$ cat src/rtl/irq_ctrl_pkg.sv
package irq_ctrl_pkg;

    typedef enum logic [1:0] {
        ST_RUN   = 2'd0,
        ST_SLEEP = 2'd1,
        ST_ACK   = 2'd2,
        ST_DUMMY = 2'd3
    } seq_state_t;

    localparam int REG_W        = 8;
    localparam int NUM_HW_FLAGS = 3;
    localparam int NUM_EN       = 4;

    localparam int B_GIE = 7;
    localparam int B_WCE = 6;
    localparam int B_TME = 5;
    localparam int B_PNE = 4;
    localparam int B_PCE = 3;
    localparam int B_TMF = 2;
    localparam int B_PNF = 1;
    localparam int B_PCF = 0;

endpackage

$ cat src/rtl/irq_evt_detect.sv
module irq_evt_detect #(
    parameter int SYNC_STAGES = 2,
    parameter int PORT_W      = 4
) (
    input  logic              clk,
    input  logic              rst_n,
    input  logic              ext_pin,
    input  logic              edge_rise,
    input  logic [PORT_W-1:0] port_hi,
    output logic              pin_evt,
    output logic              port_evt
);
    localparam int SMSB = SYNC_STAGES - 1;

    logic [SMSB:0]       pin_sync;
    logic                pin_last;
    logic [PORT_W-1:0]   port_cur;
    logic [PORT_W-1:0]   port_last;

    always_ff @(posedge clk or negedge rst_n) begin
        if (!rst_n) begin
            pin_sync <= '0;
            pin_last <= 1'b0;
        end else begin
            pin_sync <= {pin_sync[SMSB-1:0], ext_pin};
            pin_last <= pin_sync[SMSB];
        end
    end

    for (genvar g = 0; g < PORT_W; g++) begin : g_port
        logic [SMSB:0] chain;
        always_ff @(posedge clk or negedge rst_n) begin
            if (!rst_n) chain <= '0;
            else        chain <= {chain[SMSB-1:0], port_hi[g]};
        end
        assign port_cur[g] = chain[SMSB];
    end

    always_ff @(posedge clk or negedge rst_n) begin
        if (!rst_n) port_last <= '0;
        else        port_last <= port_cur;
    end

    always_comb begin
        if (edge_rise) pin_evt = pin_sync[SMSB] & ~pin_last;
        else           pin_evt = ~pin_sync[SMSB] & pin_last;
        port_evt = |(port_cur ^ port_last);
    end

endmodule

$ cat src/rtl/irq_ctrl_reg.sv
module irq_ctrl_reg
    import irq_ctrl_pkg::*;
(
    input  logic             clk,
    input  logic             rst_n,
    input  logic             reg_wr,
    input  logic [REG_W-1:0] reg_wdata,
    input  logic             set_tmr,
    input  logic             set_pin,
    input  logic             set_port,
    input  logic             nvw_flag,
    input  logic             entry_clr,
    input  logic             reti,
    output logic [REG_W-1:0] ctrl,
    output logic             gie,
    output logic             src_hit
);
    logic                    gie_q;
    logic [NUM_EN-1:0]       en_q;
    logic [NUM_HW_FLAGS-1:0] flag_q;
    logic [NUM_HW_FLAGS-1:0] hw_set;

    assign hw_set = {set_tmr, set_pin, set_port};

    always_ff @(posedge clk or negedge rst_n) begin
        if (!rst_n) begin
            gie_q  <= 1'b0;
            en_q   <= '0;
            flag_q <= '0;
        end else begin
            if (reti)           gie_q <= 1'b1;
            else if (entry_clr) gie_q <= 1'b0;
            else if (reg_wr)    gie_q <= reg_wdata[B_GIE];
            if (reg_wr) en_q <= reg_wdata[B_WCE:B_PCE];
            for (int i = 0; i < NUM_HW_FLAGS; i++) begin
                if (hw_set[i])   flag_q[i] <= 1'b1;
                else if (reg_wr) flag_q[i] <= reg_wdata[i];
            end
        end
    end

    always_comb begin
        ctrl    = {gie_q, en_q, flag_q};
        gie     = gie_q;
        src_hit = (|(flag_q & en_q[NUM_HW_FLAGS-1:0])) | (nvw_flag & en_q[NUM_EN-1]);
    end

    // a flag is only ever cleared by a register write
    a_r3_flag_sticks: assert property (@(posedge clk) disable iff (!rst_n)
        !reg_wr |=> ((flag_q & $past(flag_q)) == $past(flag_q)));

    // a hardware set is never lost, even against a write
    a_r6_hw_wins: assert property (@(posedge clk) disable iff (!rst_n)
        set_tmr |=> flag_q[B_TMF]);

    // return strobe re-enables
    a_r10_reti_sets: assert property (@(posedge clk) disable iff (!rst_n)
        reti |=> gie_q);

endmodule

$ cat src/rtl/irq_seq_fsm.sv
module irq_seq_fsm
    import irq_ctrl_pkg::*;
(
    input  logic clk,
    input  logic rst_n,
    input  logic cyc_q1,
    input  logic asleep,
    input  logic pending,
    output logic irq_req,
    output logic vec_load,
    output logic push_ret,
    output logic dummy_cyc
);
    seq_state_t state_q, state_d;
    logic       req_q;

    always_ff @(posedge clk or negedge rst_n) begin
        if (!rst_n) begin
            state_q <= ST_RUN;
            req_q   <= 1'b0;
        end else begin
            state_q <= state_d;
            if (cyc_q1) req_q <= pending;
        end
    end

    always_comb begin
        state_d = state_q;
        unique case (state_q)
            ST_RUN: begin
                if (cyc_q1) begin
                    if (asleep)       state_d = ST_SLEEP;
                    else if (pending) state_d = ST_ACK;
                end
            end
            ST_SLEEP: if (cyc_q1 && !asleep) state_d = ST_RUN;
            ST_ACK:   if (cyc_q1) state_d = ST_DUMMY;
            ST_DUMMY: if (cyc_q1) state_d = ST_RUN;
            default:  state_d = ST_RUN;
        endcase
    end

    always_comb begin
        irq_req   = req_q;
        vec_load  = 1'b0;
        push_ret  = 1'b0;
        dummy_cyc = 1'b0;
        unique case (state_q)
            ST_ACK: begin
                vec_load = cyc_q1;
                push_ret = cyc_q1;
            end
            ST_DUMMY: dummy_cyc = 1'b1;
            ST_RUN, ST_SLEEP: ;
            default: ;
        endcase
    end

    // request moves only on the sampling strobe
    a_r7_req_hold: assert property (@(posedge clk) disable iff (!rst_n)
        !cyc_q1 |=> $stable(irq_req));

    // dummy cycle follows the vector load
    a_r9_dummy_after_vec: assert property (@(posedge clk) disable iff (!rst_n)
        vec_load |=> dummy_cyc);

    // sampling while asleep enters sleep
    a_r11_sleep_entry: assert property (@(posedge clk) disable iff (!rst_n)
        (state_q == ST_RUN && cyc_q1 && asleep) |=> (state_q == ST_SLEEP));

endmodule

$ cat src/rtl/irq_ctrl_unit.sv
module irq_ctrl_unit
    import irq_ctrl_pkg::*;
#(
    parameter int SYNC_STAGES = 2,
    parameter int PORT_W      = 4,
    parameter int ADDR_W      = 13,
    parameter logic [ADDR_W-1:0] VECTOR = 13'h0004
) (
    input  logic              clk,
    input  logic              rst_n,
    input  logic              cyc_q1,
    input  logic              asleep,
    input  logic              ext_pin,
    input  logic              edge_rise,
    input  logic [PORT_W-1:0] port_hi,
    input  logic              tmr_ovf,
    input  logic              nvw_flag,
    input  logic              reg_wr,
    input  logic [REG_W-1:0]  reg_wdata,
    output logic [REG_W-1:0]  reg_rdata,
    input  logic              reti,
    output logic              irq_req,
    output logic              wake,
    output logic              vec_load,
    output logic              push_ret,
    output logic [ADDR_W-1:0] vec_addr,
    output logic              dummy_cyc
);
    logic pin_evt, port_evt;
    logic gie, src_hit, pending;
    logic vec_int;

    irq_evt_detect #(.SYNC_STAGES(SYNC_STAGES), .PORT_W(PORT_W)) u_evt (
        .clk(clk), .rst_n(rst_n), .ext_pin(ext_pin), .edge_rise(edge_rise),
        .port_hi(port_hi), .pin_evt(pin_evt), .port_evt(port_evt)
    );

    irq_ctrl_reg u_reg (
        .clk(clk), .rst_n(rst_n), .reg_wr(reg_wr), .reg_wdata(reg_wdata),
        .set_tmr(tmr_ovf), .set_pin(pin_evt), .set_port(port_evt),
        .nvw_flag(nvw_flag), .entry_clr(vec_int), .reti(reti),
        .ctrl(reg_rdata), .gie(gie), .src_hit(src_hit)
    );

    assign pending = gie & src_hit;

    irq_seq_fsm u_seq (
        .clk(clk), .rst_n(rst_n), .cyc_q1(cyc_q1), .asleep(asleep),
        .pending(pending), .irq_req(irq_req), .vec_load(vec_int),
        .push_ret(push_ret), .dummy_cyc(dummy_cyc)
    );

    assign vec_load = vec_int;
    assign vec_addr = VECTOR;
    assign wake     = asleep & src_hit;

    // entry clears the global enable unless a return strobe coincides
    a_r8_entry_clears_gie: assert property (@(posedge clk) disable iff (!rst_n)
        (vec_load && !reti) |=> !reg_rdata[B_GIE]);

    // no vector while the CPU sleeps
    a_r11_no_vec_asleep: assert property (@(posedge clk) disable iff (!rst_n)
        $past(asleep) && asleep |-> !vec_load);

endmodule

$ cat config.mk
export PLATFORM = sky130hd
export DESIGN_NAME = irq_ctrl_unit
export DESIGN_NICKNAME = d
export VERILOG_FILES = /design/src/rtl/irq_ctrl_pkg.sv /design/src/rtl/irq_evt_detect.sv /design/src/rtl/irq_ctrl_reg.sv /design/src/rtl/irq_seq_fsm.sv /design/src/rtl/irq_ctrl_unit.sv
export SDC_FILE = /design/constraint.sdc
export NUM_CORES = 1
export LEC_CHECK = 0
export BUFFER_PORTS_ARGS = -buffer_cell sky130_fd_sc_hd__buf_2
export CAP_MARGIN = 20
export CORE_UTILIZATION = 49
export DETAILED_ROUTE_END_ITERATION = 8
export PLACE_DENSITY_LB_ADDON = 0.1
export REMOVE_ABC_BUFFERS = 1
export SLEW_MARGIN = 40
export SYNTH_ARGS = -nofsm -noshare
export SYNTH_HDL_FRONTEND = slang
export SYNTH_HIERARCHICAL = 1
export SYNTH_SLANG_ARGS = --single-unit
$ cat constraint.sdc
create_clock -name clk -period 2.5 [get_ports clk]
set_input_delay 0.25 -clock clk [delete_from_list [all_inputs] [get_ports clk]]
set_output_delay 0.25 -clock clk [all_outputs]
set_load 0.005 [all_outputs]
==> Word-level counts from Yosys, hierarchy flattened <==
Cells that the tools add are included.
{ "op_classes": {"eq_ne": 8, "muxes": 19, "n_bitwise": 10, "reduce_logical": 10} }
{ "ops": {"columns": ["op", "count"], "rows": [
  ["$mux W1", 12],
  ["$mux W2", 6],
  ["$pmux W2 S4", 1],
  ["$ne A2 B2 Y1 const B", 3],
  ["$reduce_bool A2 Y1", 3],
  ["$and A1 B1 Y1", 5],
  ["$reduce_and A5 Y1", 1],
  ["$eq A2 B2 Y1 const B", 2],
  ["$reduce_or A4 Y1", 1],
  ["$xor A4 B4 Y4", 1],
  ["$and A3 B3 Y3", 1],
  ["$ne A3 B2 Y1 const B", 1],
  ["$reduce_bool A3 Y1", 1],
  ["$reduce_or A3 Y1", 1],
  ["$eq A2 B1 Y1 const B", 1],
  ["$logic_not A2 Y1", 1],
  ["$ne A2 B1 Y1 const B", 1],
  ["$not A1 Y1", 2],
  ["$logic_and A1 B1 Y1", 1],
  ["$logic_not A1 Y1", 1],
  ["$or A1 B1 Y1", 1]
]} }
{ "totals": {"ff_bits": 26, "in_bits": 22, "out_inout_bits": 26} }

==> Longest topological paths before layout <==
{ "logic_depth": {"ltp_word": 8, "mapped_depth": 5} }

==> By module <==
Netlist, hierarchy kept.
{ "modules_own_cells": {"columns": ["module", "instances", "cells_per_inst", "area_per_inst_um2", "seq_area_each_um2"], "rows": [
  ["irq_evt_detect", 1, 23, 439.2, 375.4],
  ["irq_ctrl_reg", 1, 25, 351.6, 200.2],
  ["irq_seq_fsm", 1, 13, 156.4, 75.1],
  ["irq_ctrl_unit", 1, 17, 117.6, 0.0]
]} }

==> Least setup slack after synthesis <==
OpenSTA, ideal clock, no wires.
{ "synth_path": {"path_type": "register -> register", "from": "register u_reg.flag_q[1]", "to": "register u_seq.state_q[1]", "setup_time_ns": 0.123, "arrival_ns": 1.033, "t_required_ns": 2.377, "setup_slack_ns": 1.343, "stages_incl_launch_ff": 6, "period_less_slack_ns": 1.157, "cell_sequence": "dfrtp_1 > a22oi_1 > nand2_1 > and2_1 > and3b_1 > a2bb2oi_1"} }
{ "synth_between": {"elab_chain_len": 6} }
{ "synth_lines": {"columns": ["item", "line", "text"], "rows": [
  ["start, declared", "irq_ctrl_reg.sv:20", "logic [NUM_HW_FLAGS-1:0] flag_q;"],
  ["start signal, assigned by index", "irq_ctrl_reg.sv:37", "else if (reg_wr) flag_q[i] <= reg_wdata[i];"],
  ["$and A3 B3 Y3", "irq_ctrl_reg.sv:45", "src_hit = (|(flag_q & en_q[NUM_HW_FLAGS-1:0])) | (nvw_flag & en_q[NUM_EN-1]);"],
  ["$reduce_or A3 Y1", "irq_ctrl_reg.sv:45", null],
  ["$or A1 B1 Y1", "irq_ctrl_reg.sv:45", null],
  ["via src_hit", "irq_ctrl_unit.sv:30", "logic gie, src_hit, pending;"],
  ["$and A1 B1 Y1", "irq_ctrl_unit.sv:45", "assign pending = gie & src_hit;"],
  ["via pending", "irq_ctrl_unit.sv:30", null],
  ["$ne A3 B2 Y1 (no source line)", null, null],
  ["$reduce_and A5 Y1 (no source line)", null, null],
  ["end signal, assigned", "irq_seq_fsm.sv:22", "state_q <= state_d;"],
  ["end, declared", "irq_seq_fsm.sv:14", "seq_state_t state_q, state_d;"]
]} }
The timed path passes the listed nets, and every way through them passes these cells.
A chain may end at the register's enable or synchronous reset.

==> Final worst setup path <==
{ "layout_path": {"from": "register u_reg.flag_q[0]", "to": "output wake"} }
{ "layout_between": {"elab_chain_len": 4} }
{ "layout_lines": {"columns": ["item", "line", "text"], "rows": [
  ["$and A3 B3 Y3", "irq_ctrl_reg.sv:45", null],
  ["$reduce_or A3 Y1", "irq_ctrl_reg.sv:45", null],
  ["$or A1 B1 Y1", "irq_ctrl_reg.sv:45", null],
  ["via src_hit", "irq_ctrl_unit.sv:30", null],
  ["$and A1 B1 Y1", "irq_ctrl_unit.sv:55", "assign wake = asleep & src_hit;"],
  ["end, declared", "irq_ctrl_unit.sv:23", "output logic wake,"]
]} }
The timed path passes the listed nets, and every way through them passes these cells.

==> impl_metrics.ini <==
[run_status]
status = complete, no violations

[clocking]
cts_tree = built
post_cts_buffers = 0
clkSinkCount = 26
cts_max_path_buffers = 2
root_buffer = clkbuf_4
h-tree-depth = 1
cts.clk_slew.worst_paths_ns = 0.13
cts_buffers = 3
clk_latency_ns = 0.31

[floorplanning]
dieArea_um2 = 2360
start_util_pct = 53.2
core_area_um2 = 2000
dieWidth_um = 48.6
ios = 48
row_count = 16
fp.dieH_um = 48.6

[timing]
relSlewSlack_pct = 62.7
final-max-slew-violation-count = 0
hold_viol_final = 0
clock_skew_ns = 0.00177
fin_ws_ns = 0.993
rsz0062_at_grt = false
worst_pin_slew_ns = 0.560
setup_violations = 0
setup_tns_ns = 0
period_needed_ns = 1.51
finalCritPeriodShare_pct = 60.3
fmax_ghz = 0.664

[worst_hold_path]
hp-class = in -> reg
hold_depth = 1

[job]
maxCapViolations = 0

[synth]
yosys-top-cells-area = dfrtp_1 61%, buf_4 11%, mux2_2 5.3%
synthesis.area_um2 = 1060
synth_top_area_share_pct = 61.1
synth.avg_cell_area_um2 = 13.7
synthCells = 78
synth_warnings = 6
yosysTopAreaCell = dfrtp_1
ys_ff_latch = 26
synth_cell_types = 26
yosysSeqAreaShare_pct = 61.1

[finish]
final_cells = 139
layout.nets = 135
layout-drive-gt1-share_pct = 44.6
n_antenna_cell = 0
stdcell_area_um2 = 1250
syn_to_final_growth_pct = 17.3

[global_route]
grt_pass1_vias = 656
antenna_found_initial = 0
grtUsageTotal_pct = 15.9
grt_max_degree = 27
grt_remaining_overflow = 0
grt_pass1_wl_um = 2800

[power]
p_total_uw = 883
vdd_drop_max_mv = 0.345
p_leak_uw = 0.000613
pwr-share-comb_pct = 13.9
clkPwrFrac_pct = 31.6
pwr_density_cell_nw_per_um2 = 707
switchingPower_uw = 195
pwr-share-seq_pct = 54.5
switching_share_pct = 22.1
intPower_uw = 687

[placement]
dp_cells = 134
routabilityCongestion = 0.706
hpwl_um = 1230
dp_slack_ns = 1.25
portBuffers = 34
placed_area_um2 = 1190

[worst_setup_path]
critPathMaxFanout = 3
r2r_cells = 5
crit_arrival_ns = 1.26
critical_path_class = reg -> out
start_kind = flip-flop
worstSetupEndpointType = output port
cp.required_ns = 2.25

[detailed_routing]
wl_per_cell_um = 11.6
drtAntennaViolNets = 0
drc = 0
viasPerCell = 4.52
routed_wirelength_um = 1610
first_pass_iters = 2
via_count = 628
initialDrtViolationCount = 5
## state kept, by name, indices dropped and copies added, names as in the netlist
| register | cells |
|---|---|
| u_evt/g_port.chain | 8 |
| u_evt/pin_last | 1 |
| u_evt/pin_sync | 2 |
| u_evt/port_last | 4 |
| u_reg/en_q | 4 |
| u_reg/flag_q | 3 |
| u_reg/gie | 1 |
| u_seq/irq_req | 1 |
| u_seq/state_q | 2 |
## power by group through the flow
stage	combinational [uW]	clock [uW]	sequential, uW
2_1_floorplan	62.8	0	485
3_3_place_gp	120	0	488
3_5_place_dp	124	0	489
4_1_cts	125	290	481
5_1_grt	136	305	487
6_report	123	279	481
## timing repair
item | 4_1_cts | 5_1_grt
resized for setup | 0 | 0
endpoints found under the hold margin | 26 | 0
hold buffers | 1 | 0
## cells by family after synthesis
logic type | share of synthesized area [%]
other cells | 0.705
xor+xnor | 3.29
simple gates | 8.82
compound gates | 7.87
buf+inv | 12.0
mux | 6.23
flops | 61.1
## cells in the final DEF (no fill, tap or decap), types with 2 or more instances in the layout
cell      synthesis  layout
buf_2             0      34
dfrtp_1          26      26
conb_1            2      13
mux2_2            5       5
xnor2_1           4       4
clkbuf_4          0       3
and2_1            2       2
nand2_1           2       2
a22oi_1           2       2
nor2b_2           2       2
a211o_1           2       2
## cells in the mapped netlist
master and n:
a211o_2 1, mux2i_1 1, nand2b_1 1, o21bai_1 1
conb_1 2, nor2_1 1, a22oi_1 2, o31ai_2 1
and3b_1 1, a211o_1 2, nor2b_2 2, a2bb2oi_1 1
and2_1 2, nor3b_1 1, and2_4 1, mux2_2 5
buf_6 1, buf_4 15, xnor2_1 4, nor2b_1 1
nand4_1 1, or2b_2 1, dfrtp_1 26, o22ai_2 1
nand2_1 2, inv_1 1
## per-layer routing
layer  vias up  GRT usage, %  wire [um]
li1        300             -          -
met1       297          19.4        740
met2        29          26.6        767
met3         2          3.77         90
met4         0          7.35         15
met5         -             0          0
## area by class of cell
cell class / count / area (um2)
Clock buffer: 3 / 22.5
Clock inverter: 1 / 30.0
Fill cell: 173 / 753
Inverter: 1 / 3.75
Multi-Input combinational cell: 46 / 328
Sequential cell: 26 / 651
Tap cell: 27 / 33.8
Timing Repair Buffer: 35 / 180
## stage by stage
step / util, % / hold WS (ns)
finish: 62.4 / 0.0315
global route: 62.4 / 0.00319
CTS: 62.4 / 0.0162
detailed placement: 59.3 / 0.276
global placement: 59.3 / 0.269
floorplan: - / -0.0456
## worst max-delay path, stage by stage (launching register included)
cell     delay [ns]
dfrtp_1        0.42
a22oi_1        0.20
nand2_1        0.08
and2_1         0.13
buf_2          0.12
## worst paths after layout
path                       slack, ns                     start                       end
max                             0.99           u_reg/flag_q[0]                      wake
min in group asynchronous       0.44                     rst_n        u_evt/port_last[0]
min reg2reg                     0.36  u_evt/g_port[2].chain[0]  u_evt/g_port[2].chain[1]
max reg2reg                     1.27           u_reg/flag_q[0]          u_seq/state_q[1]
min                             0.03                port_hi[3]  u_evt/g_port[3].chain[0]
max in group asynchronous       1.69                     rst_n         u_evt/pin_sync[0]
No activity file was read; power rests on OpenSTA's default activity.
